===== config.mk =====
export PLATFORM = sky130hd
export DESIGN_NAME = xrom_window_decoder
export DESIGN_NICKNAME = d
export VERILOG_FILES = /design/src/rtl/xrom_pkg.sv /design/src/rtl/xrom_cfg_reg.sv /design/src/rtl/xrom_readback.sv /design/src/rtl/xrom_match.sv /design/src/rtl/xrom_window_decoder.sv
export SDC_FILE = /design/constraint.sdc
export NUM_CORES = 1
export LEC_CHECK = 0
export CAP_MARGIN = 20
export CORE_AREA = 2 2 80 67
export DETAILED_ROUTE_END_ITERATION = 7
export DIE_AREA = 0 0 82 69
export GPL_ROUTABILITY_DRIVEN = 1
export GPL_TIMING_DRIVEN = 0
export PLACE_DENSITY_LB_ADDON = 0.1
export SLEW_MARGIN = 20
export SYNTH_ARGS = -nofsm -noshare
export SYNTH_HDL_FRONTEND = slang
export SYNTH_SLANG_ARGS = --single-unit

===== constraint.sdc =====
create_clock -name clk -period 1.8 [get_ports clk]
set_input_delay 0.36 -clock clk [delete_from_list [all_inputs] [get_ports clk]]
set_output_delay 0.36 -clock clk [all_outputs]
set_load 0.1 [all_outputs]

===== src/rtl/xrom_pkg.sv =====
// Package xrom_pkg
// Constants shared by the expansion ROM window register and its decoder.
// Assumes a 32-bit configuration dword and a 32-bit memory address.
package xrom_pkg;
    localparam int XROM_DW       = 32;
    localparam int XROM_ADDR_LSB = 11;        // lowest base address bit of the register
    localparam int XROM_MAX_LOG2 = 24;        // largest window: 16 MB
    localparam int XROM_LANES    = XROM_DW / 8;
    localparam logic [5:0] XROM_DW_INDEX = 6'd12;   // byte offset 0x30

    // Mask with ones in the bits a window of 2**log2 bytes can store.
    function automatic logic [XROM_DW-1:0] xrom_base_mask(input int log2);
        return {XROM_DW{1'b1}} << log2;
    endfunction
endpackage


===== src/rtl/xrom_cfg_reg.sv =====
// Module xrom_cfg_reg
// Holds the writable part of the expansion ROM register: the enable flag and
// the upper base address bits. Each bit updates only when its byte lane is
// enabled. Assumes wr_sel is already qualified by the register index.
module xrom_cfg_reg
    import xrom_pkg::*;
#(
    parameter int WIN_LOG2 = 16,
    localparam int BASE_W  = XROM_DW - WIN_LOG2
) (
    input  logic                 clk,
    input  logic                 rst_n,
    input  logic                 wr_sel,
    input  logic [XROM_LANES-1:0] be,
    input  logic [XROM_DW-1:0]   wdata,
    output logic                 en_q,
    output logic [BASE_W-1:0]    base_q
);
    // Bits below the base field are reserved or hardwired and never stored.
    logic unused_wdata_low;
    assign unused_wdata_low = ^wdata[WIN_LOG2-1:1];

    // Enable flag: cleared by reset, written only through byte lane 0.
    always_ff @(posedge clk) begin
        if (!rst_n) begin
            en_q <= 1'b0;
        end else if (wr_sel && be[0]) begin
            en_q <= wdata[0];
        end
    end

    // Base bits: one flop per stored bit, gated by the lane that carries it.
    for (genvar i = 0; i < BASE_W; i++) begin : g_base_bit
        localparam int BIT_POS = i + WIN_LOG2;
        localparam int LANE    = BIT_POS / 8;
        always_ff @(posedge clk) begin
            if (!rst_n) begin
                base_q[i] <= 1'b0;
            end else if (wr_sel && be[LANE]) begin
                base_q[i] <= wdata[BIT_POS];
            end
        end
    end

    // without a selected write, the stored state does not move.
    assert_idle_keeps_R1: assert property (@(posedge clk) disable iff (!rst_n)
        !wr_sel |=> ($stable(en_q) && $stable(base_q)));

    // the top byte lane holds when its enable is low.
    assert_lane3_hold_R5: assert property (@(posedge clk) disable iff (!rst_n)
        (wr_sel && !be[3]) |=> $stable(base_q[BASE_W-1 -: 8]));

    // the first cycle after reset sees a cleared register.
    assert_reset_clear_R6: assert property (@(posedge clk) disable iff (!rst_n)
        $rose(rst_n) |-> (!en_q && base_q == '0));
endmodule


===== src/rtl/xrom_readback.sv =====
// Module xrom_readback
// Builds the configuration read image from the stored fields. Hardwired base
// bits and reserved bits read as zero, which gives software its sizing value.
// Assumes rd_sel is already qualified by the register index.
module xrom_readback
    import xrom_pkg::*;
#(
    parameter int WIN_LOG2 = 16,
    localparam int BASE_W  = XROM_DW - WIN_LOG2
) (
    input  logic              rd_sel,
    input  logic              en_q,
    input  logic [BASE_W-1:0] base_q,
    output logic [XROM_DW-1:0] rdata
);
    logic [XROM_DW-1:0] image;

    // Place the base at its bit position and the enable in bit 0.
    always_comb begin
        image    = {base_q, {WIN_LOG2{1'b0}}};
        image[0] = en_q;
    end

    // Return the image only for a selected read, otherwise zero.
    always_comb begin
        rdata = rd_sel ? image : '0;
    end
endmodule


===== src/rtl/xrom_match.sv =====
// Module xrom_match
// Compares a memory address with the ROM base and with the base of the other
// window. SHARE_DECODER = 1 uses one comparator that the ROM claims while it
// is enabled. SHARE_DECODER = 0 gives each window its own comparator.
// Assumes both windows have the same size, 2**WIN_LOG2 bytes.
module xrom_match
    import xrom_pkg::*;
#(
    parameter int WIN_LOG2      = 16,
    parameter bit SHARE_DECODER = 1'b1,
    localparam int BASE_W       = XROM_DW - WIN_LOG2
) (
    input  logic               clk,
    input  logic               rst_n,
    input  logic               mem_space_en,
    input  logic [XROM_DW-1:0] mem_addr,
    input  logic [XROM_DW-1:0] alt_base,
    input  logic               rom_en,
    input  logic [BASE_W-1:0]  rom_base,
    output logic               rom_hit,
    output logic               alt_hit,
    output logic               rom_owns
);
    logic [BASE_W-1:0] addr_hi;
    logic [BASE_W-1:0] alt_hi;
    logic unused_low_bits;

    // Split off the window offset; only the upper bits take part in a match.
    assign addr_hi = mem_addr[XROM_DW-1:WIN_LOG2];
    assign alt_hi  = alt_base[XROM_DW-1:WIN_LOG2];
    assign unused_low_bits = ^{mem_addr[WIN_LOG2-1:0], alt_base[WIN_LOG2-1:0]};

    if (SHARE_DECODER) begin : g_shared
        logic [BASE_W-1:0] cmp_base;
        logic              same;

        // Steer the single comparator to whichever window owns it.
        always_comb begin
            cmp_base = rom_en ? rom_base : alt_hi;
            same     = (addr_hi == cmp_base);
        end

        // Qualify the match with memory space and ownership.
        always_comb begin
            rom_hit  = mem_space_en && rom_en && same;
            alt_hit  = mem_space_en && !rom_en && same;
            rom_owns = rom_en;
        end

        // both windows never claim the same address.
        assert_one_owner_R9: assert property (@(posedge clk) disable iff (!rst_n)
            !(rom_hit && alt_hit));
    end else begin : g_split
        logic rom_same;
        logic alt_same;

        // Two comparators, one per window.
        always_comb begin
            rom_same = (addr_hi == rom_base);
            alt_same = (addr_hi == alt_hi);
        end

        // Each window decodes on its own; the ROM never takes the other's comparator.
        always_comb begin
            rom_hit  = mem_space_en && rom_en && rom_same;
            alt_hit  = mem_space_en && alt_same;
            rom_owns = 1'b0;
        end
    end
endmodule


===== src/rtl/xrom_window_decoder.sv =====
// Module xrom_window_decoder
// Top level of the expansion ROM window: decodes configuration accesses to
// dword index 12, keeps the register, builds the read image and decodes
// memory addresses. Assumes one configuration access per cycle and a window
// between 2 KB and 16 MB.
module xrom_window_decoder
    import xrom_pkg::*;
#(
    parameter int WIN_LOG2      = 16,
    parameter bit SHARE_DECODER = 1'b1
) (
    input  logic        clk,
    input  logic        rst_n,
    input  logic        cfg_wr,
    input  logic        cfg_rd,
    input  logic [5:0]  cfg_dw_addr,
    input  logic [3:0]  cfg_be,
    input  logic [31:0] cfg_wdata,
    output logic [31:0] cfg_rdata,
    input  logic        mem_space_en,
    input  logic [31:0] mem_addr,
    input  logic [31:0] alt_base,
    output logic        rom_hit,
    output logic        alt_hit,
    output logic        rom_owns_decoder
);
    localparam int BASE_W = XROM_DW - WIN_LOG2;

    if (WIN_LOG2 < XROM_ADDR_LSB || WIN_LOG2 > XROM_MAX_LOG2) begin : g_bad_size
        $error("xrom_window_decoder: WIN_LOG2 must lie in 11..24");
    end

    logic              reg_sel;
    logic              wr_sel;
    logic              rd_sel;
    logic              en_q;
    logic [BASE_W-1:0] base_q;

    // Qualify both strobes with the register index.
    always_comb begin
        reg_sel = (cfg_dw_addr == XROM_DW_INDEX);
        wr_sel  = cfg_wr && reg_sel;
        rd_sel  = cfg_rd && reg_sel;
    end

    xrom_cfg_reg #(.WIN_LOG2(WIN_LOG2)) u_reg (
        .clk    (clk),
        .rst_n  (rst_n),
        .wr_sel (wr_sel),
        .be     (cfg_be),
        .wdata  (cfg_wdata),
        .en_q   (en_q),
        .base_q (base_q)
    );

    xrom_readback #(.WIN_LOG2(WIN_LOG2)) u_rb (
        .rd_sel (rd_sel),
        .en_q   (en_q),
        .base_q (base_q),
        .rdata  (cfg_rdata)
    );

    xrom_match #(.WIN_LOG2(WIN_LOG2), .SHARE_DECODER(SHARE_DECODER)) u_match (
        .clk          (clk),
        .rst_n        (rst_n),
        .mem_space_en (mem_space_en),
        .mem_addr     (mem_addr),
        .alt_base     (alt_base),
        .rom_en       (en_q),
        .rom_base     (base_q),
        .rom_hit      (rom_hit),
        .alt_hit      (alt_hit),
        .rom_owns     (rom_owns_decoder)
    );

    // a ROM hit needs the memory space bit.
    assert_hit_needs_mem_R8: assert property (@(posedge clk) disable iff (!rst_n)
        rom_hit |-> mem_space_en);

    // a ROM hit lies inside the window that a selected read reports.
    assert_hit_in_window_R7: assert property (@(posedge clk) disable iff (!rst_n)
        (rom_hit && rd_sel) |-> (cfg_rdata[0] &&
            cfg_rdata[31:WIN_LOG2] == mem_addr[31:WIN_LOG2]));
endmodule


# Yosys cells after proc, flatten, opt, wreduce, memory -nomap -nowiden
# Index checks and enable logic that the tools add are counted.
word_totals:
  output_inout_bits: 35
  in_bits: 111
  reg_bits: 17
  word_cells: 31
op_classes:
  n_mux: 2
  n_reduce_logical: 10
  n_eq_ne: 2
ops:
  columns: ["cell", "n"]
  rows:
  - ["$mux W32", 1]
  - ["$eq A16 B16 Y1", 1]
  - ["$mux W16", 1]
  - ["$logic_and A1 B1 Y1", 9]
  - ["$eq A6 B4 Y1 const B", 1]
  - ["$logic_not A1 Y1", 1]

# Depth between registers and ports, before layout
logic_depth:
  ltp_word: 3
  depth_mapped: 6
  ltp_nobuf: 5

# Cells and area by module
# Synthesis repeated with hierarchy kept, for this count alone.
hier_totals:
  cells_unflattened: 162
  area_unflattened_um2: 1447.6
modules_own_cells:
  columns: ["mod", "area_per_inst_um2", "instances", "cells_each", "seq_area_each_um2"]
  rows:
  - ["xrom_cfg_reg", 763.2, 1, 81, 340.3]
  - ["xrom_match", 404.1, 1, 44, 0.0]
  - ["xrom_readback", 250.2, 1, 34, 0.0]
  - ["xrom_window_decoder", 30.0, 1, 3, 0.0]

# Worst setup path after synthesis
# OpenSTA, ideal clock, no wires.
synth_path:
  kind: "register to output"
  from: "register u_reg.en_q"
  to: "output port alt_hit"
  setup_slack_ns: -3.412
  t_arrival_ns: 4.852
  path_stages_with_launch: 7
  required_ns: 1.440
  path_buffers: 1
  path_cell_list: "dfxtp_1 -> buf_2 -> mux2i_1 -> xnor2_1 -> nor4_1 -> nand3_1 -> nor4_1"
synth_between:
  elab_chain_len: 3
  elab_cells_between_ends: 5
  classes_between: "eq/ne (1); mux (1); reduce/logical (3)"
synth_rtl:
  columns: ["element", "line_no", "text"]
  rows:
  - ["start, declared", "xrom_cfg_reg.sv:16", "output logic en_q,"]
  - ["start signal, assigned", "xrom_cfg_reg.sv:28", "en_q <= wdata[0];"]
  - ["$mux W16 / $logic_not A1 Y1 (equally long branches)", "xrom_match.sv:39, xrom_match.sv:46", null]
  - ["$eq A16 B16 Y1 / $logic_and A1 B1 Y1 (equally long branches)", "xrom_match.sv:40, xrom_match.sv:46", null]
  - ["$logic_and A1 B1 Y1 (*)", "xrom_match.sv:46", "alt_hit = mem_space_en && !rom_en && same;"]
  - ["end, declared", "xrom_window_decoder.sv:24", "output logic alt_hit,"]
# Every way passes the cells marked *; elsewhere a longest branch is shown, timed or not.

# Worst setup path in the final report
layout_path:
  from: "register u_reg.en_q"
  to: "output port rom_hit"
layout_between:
  elab_chain_len: 3
  elab_cells_between_ends: 4
  classes_between: "eq/ne (1); mux (1); reduce/logical (2)"
layout_rtl:
  columns: ["element", "line_no", "text"]
  rows:
  - ["$mux W16", "xrom_match.sv:39", "cmp_base = rom_en ? rom_base : alt_hi;"]
  - ["$eq A16 B16 Y1", "xrom_match.sv:40", "same = (addr_hi == cmp_base);"]
  - ["$logic_and A1 B1 Y1 (*)", "xrom_match.sv:45", "rom_hit = mem_space_en && rom_en && same;"]
  - ["end, declared", "xrom_window_decoder.sv:23", "output logic rom_hit,"]
# Marked as above.

==> metrics.md <==
| Metric | Value |
|---|---|
| First-pass GRT wire length | `6.624 mm` |
| Largest area contributor in the netlist | `dfxtp_1` |
| Slew margin rel. | `0.3682` |
| Synth top area cells | `dfxtp_1 (27%), mux2i_1 (13%), a21boi_0 (9.5%)` |
| Vias | `1366` |
| Clock transition at path regs | `0.07 ns` |
| Post-detailed-placement half-perimeter wirelength | `3.144 mm` |
| IO Count | `~150` |
| Final Cycle Share | `1.412` |
| Sum of negative setup slack | `-3.002 ns` |
| Area Overhead vs Synth | `109.6%` |
| Layout Skew | `0 ns` |
| Most frequent cells in the layout | `clkdlybuf4s50_1 (53), nand2_1 (20), buf_12 (18), nand3_1 (18), buf_4 (17)` |
| Syn Std Cell Area | `0.001267 mm^2` |
| Status | `finished with violations` |
| Die X | `82 um` |
| Leak Pwr | `about 1 nW` |
| Worst Setup SP | `u_reg.en_q` |
| Max VDD drop | `0.3386 mV` |
| Launching element type of the critical path | `flop` |
| Slew Viols, Final | `0` |
| Hold crit path type | `flop to flop` |
| Synth warnings | `0` |
| Final setup violating endpoints | `16` |
| Syn avg cell area | `8.177 um^2` |
| Clock Sinks | `17` |
| Cells after synthesis | `155` |
| Share of cells above drive strength 1 | `0.3089` |
| Worst Path Required | `1.44 ns` |
| Worst r2r src | `u_reg.en_q` |
| Port Buffers | `80` |
| Root buf cell | `clkbuf_8` |
| Final ANT Viol Nets | `0` |
| Clk buf depth | `2` |
| Largest net degree at the start of global routing | `11` |
| Endpoint type of the worst setup path | `output pin` |
| Setup ws final | `-0.7417 ns` |
| Row count | `23` |
| Overall Global Routing Usage | `0.1485` |
| Crit Path Max Fanout | `5` |
| Worst slew pin tran | `approximately 0.95 ns` |
| MaxCap Viol Count | `0` |
| Skew-Pair Late Insertion Delay | `0.24 ns` |
| Most common cell after layout, fill and taps aside | `clkdlybuf4s50_1` |
| Crit Path Class | `flop to output pin` |
| Hold-fix buffers, CTS | `0` |
| Post-Place Setup Slack | `-1.702 ns` |
| Distinct cells, synth | `17` |
| CTS tree | `built` |
| Wire per inst | `13.26 um` |
| Initial antenna violation count | `0` |
| Htree depth | `1` |
| Seq/Total Area, Yosys | `0.2685` |
| Min Clock Period, post-route | `2.542 ns` |
| Die Area | `0.005658 mm^2` |
| Number of global-route vias before repair | `1342` |
| Antenna diodes | `0` |
| Inserted Clock Buffers | `3` |
| Area share of the largest cell type after synthesis | `0.2685` |
| Routability Congestion | `slightly above 0.7` |
| Final Hold Fails | `0` |
| Residual DRC | `0` |
| Total gr overflow | `0` |
| RSZ-0062 raised after global routing | `yes` |
| Initial Utilization | `0.2622` |
| Initial detailed-routing violation count | `33` |
| Reg-to-reg slack, setup | `slightly above 0.9 ns` |
| FMAX | `393.4 MHz` |
| Core Region | `about 0.0048 mm^2` |
| Nets | `371` |
| Via density | `4.255` |
| Pwr dens | `397.5 mW/mm^2` |
| Pre-Repair DR Iteration Count | `2` |
| Failing checks | `negative setup slack` |
| Worst Min Path Start | `u_reg.base_q[1]` |
| Worst EP arrival | `2.18 ns` |
| Die height | `69 um` |
| Total Wirelength | `4.257 mm` |
| Yosys reg bits | `17` |
-- report_power, final --
group	internal [mW]	switching, mW	leakage, nW
clock network	0.157	0.131	0.0228
registers	0.375	0.000756	0.138
logic	0.178	0.214	0.850
total	0.710	0.345	1.01
-- state kept, by name, summed over array words and instances, names as in the netlist --
register,cells
u_reg.base_q,16
u_reg.en_q,1
-- worst paths after layout --
path / endpoint / cells after the start
worst max-delay path: rom_hit / 9
worst min-delay path: u_reg.base_q[1] / 2
worst max register to register: u_reg.en_q / 3
worst min register to register: u_reg.base_q[1] / 2
-- synth_stat cells --
library cell  instances
conb_1                1
nand2_1              20
nor4_1                6
a21boi_0             16
and4_1                2
buf_6                 1
xor2_1                3
mux2i_1              17
nor2b_1               1
buf_4                15
dfxtp_1              17
xnor2_1              13
nand2b_1              1
and2_1               17
clkbuf_1              4
buf_2                 3
nand3_1              18
-- layout make-up --
class,count,area [um^2]
Tap cell,62,77.57
Fill cell,466,2178
Timing Repair Buffer,86,1052
Clock buffer,4,45.04
Sequential cell,17,344.1
Multi-Input combinational cell,129,950.9
Buffer,23,186.4
-- routing by layer --
metal | global-route usage | wire [um] | up-vias
li1 | - | - | 708
met1 | 0.2119 | 2076 | 602
met2 | 0.2340 | 1880 | 54
met3 | 0.03796 | 290 | 2
met4 | 0.01111 | 9 | 0
met5 | 0 | 0 | -
-- through the flow --
stage	power [mW]	hold slack (ns)	std cells	utilization	cell area, um^2
final	1.056	0.4820	321	0.5494	2656
after global routing	1.095	0.5110	321	0.5494	2656
after detailed placement	0.7617	0.4746	311	0.4721	2282
after CTS	1.058	0.4858	319	0.5241	2534
after global placement	0.7613	0.4688	311	0.4721	2282
after floorplan	0.6133	0.4515	169	-	1404
-- cell families (layout without fill, tap and decap cells) --
family / Yosys count / after routing / synth area share
other: 1 / 15 / 0.002959
muxes: 17 / 17 / 0.1343
AOI/OAI and AO/OA: 16 / 16 / 0.09477
buffers and inverters: 23 / 113 / 0.1214
and+or+nand+nor: 65 / 65 / 0.2675
DFF: 17 / 17 / 0.2685
xor gates and xnor gates: 16 / 16 / 0.1106
-- worst max-delay path: stages (launching register included) --
cell and delay (ns):
dfxtp_4 0.39, clkbuf_16 0.16, buf_4 0.11, mux2i_1 0.21
xnor2_1 0.09, nor4_1 0.22, nand3_1 0.13, buf_6 0.15
nor4_4 0.22, buf_6 0.26
-- timing repair --
item / CTS / global route
setup endpoints to repair: 36 / 20
gates cloned: 1 / 1
gates resized for setup: 183 / 24
pin swaps: 8 / 4
setup buffers: 3 / 1
(Power assumes the default switching activity.)
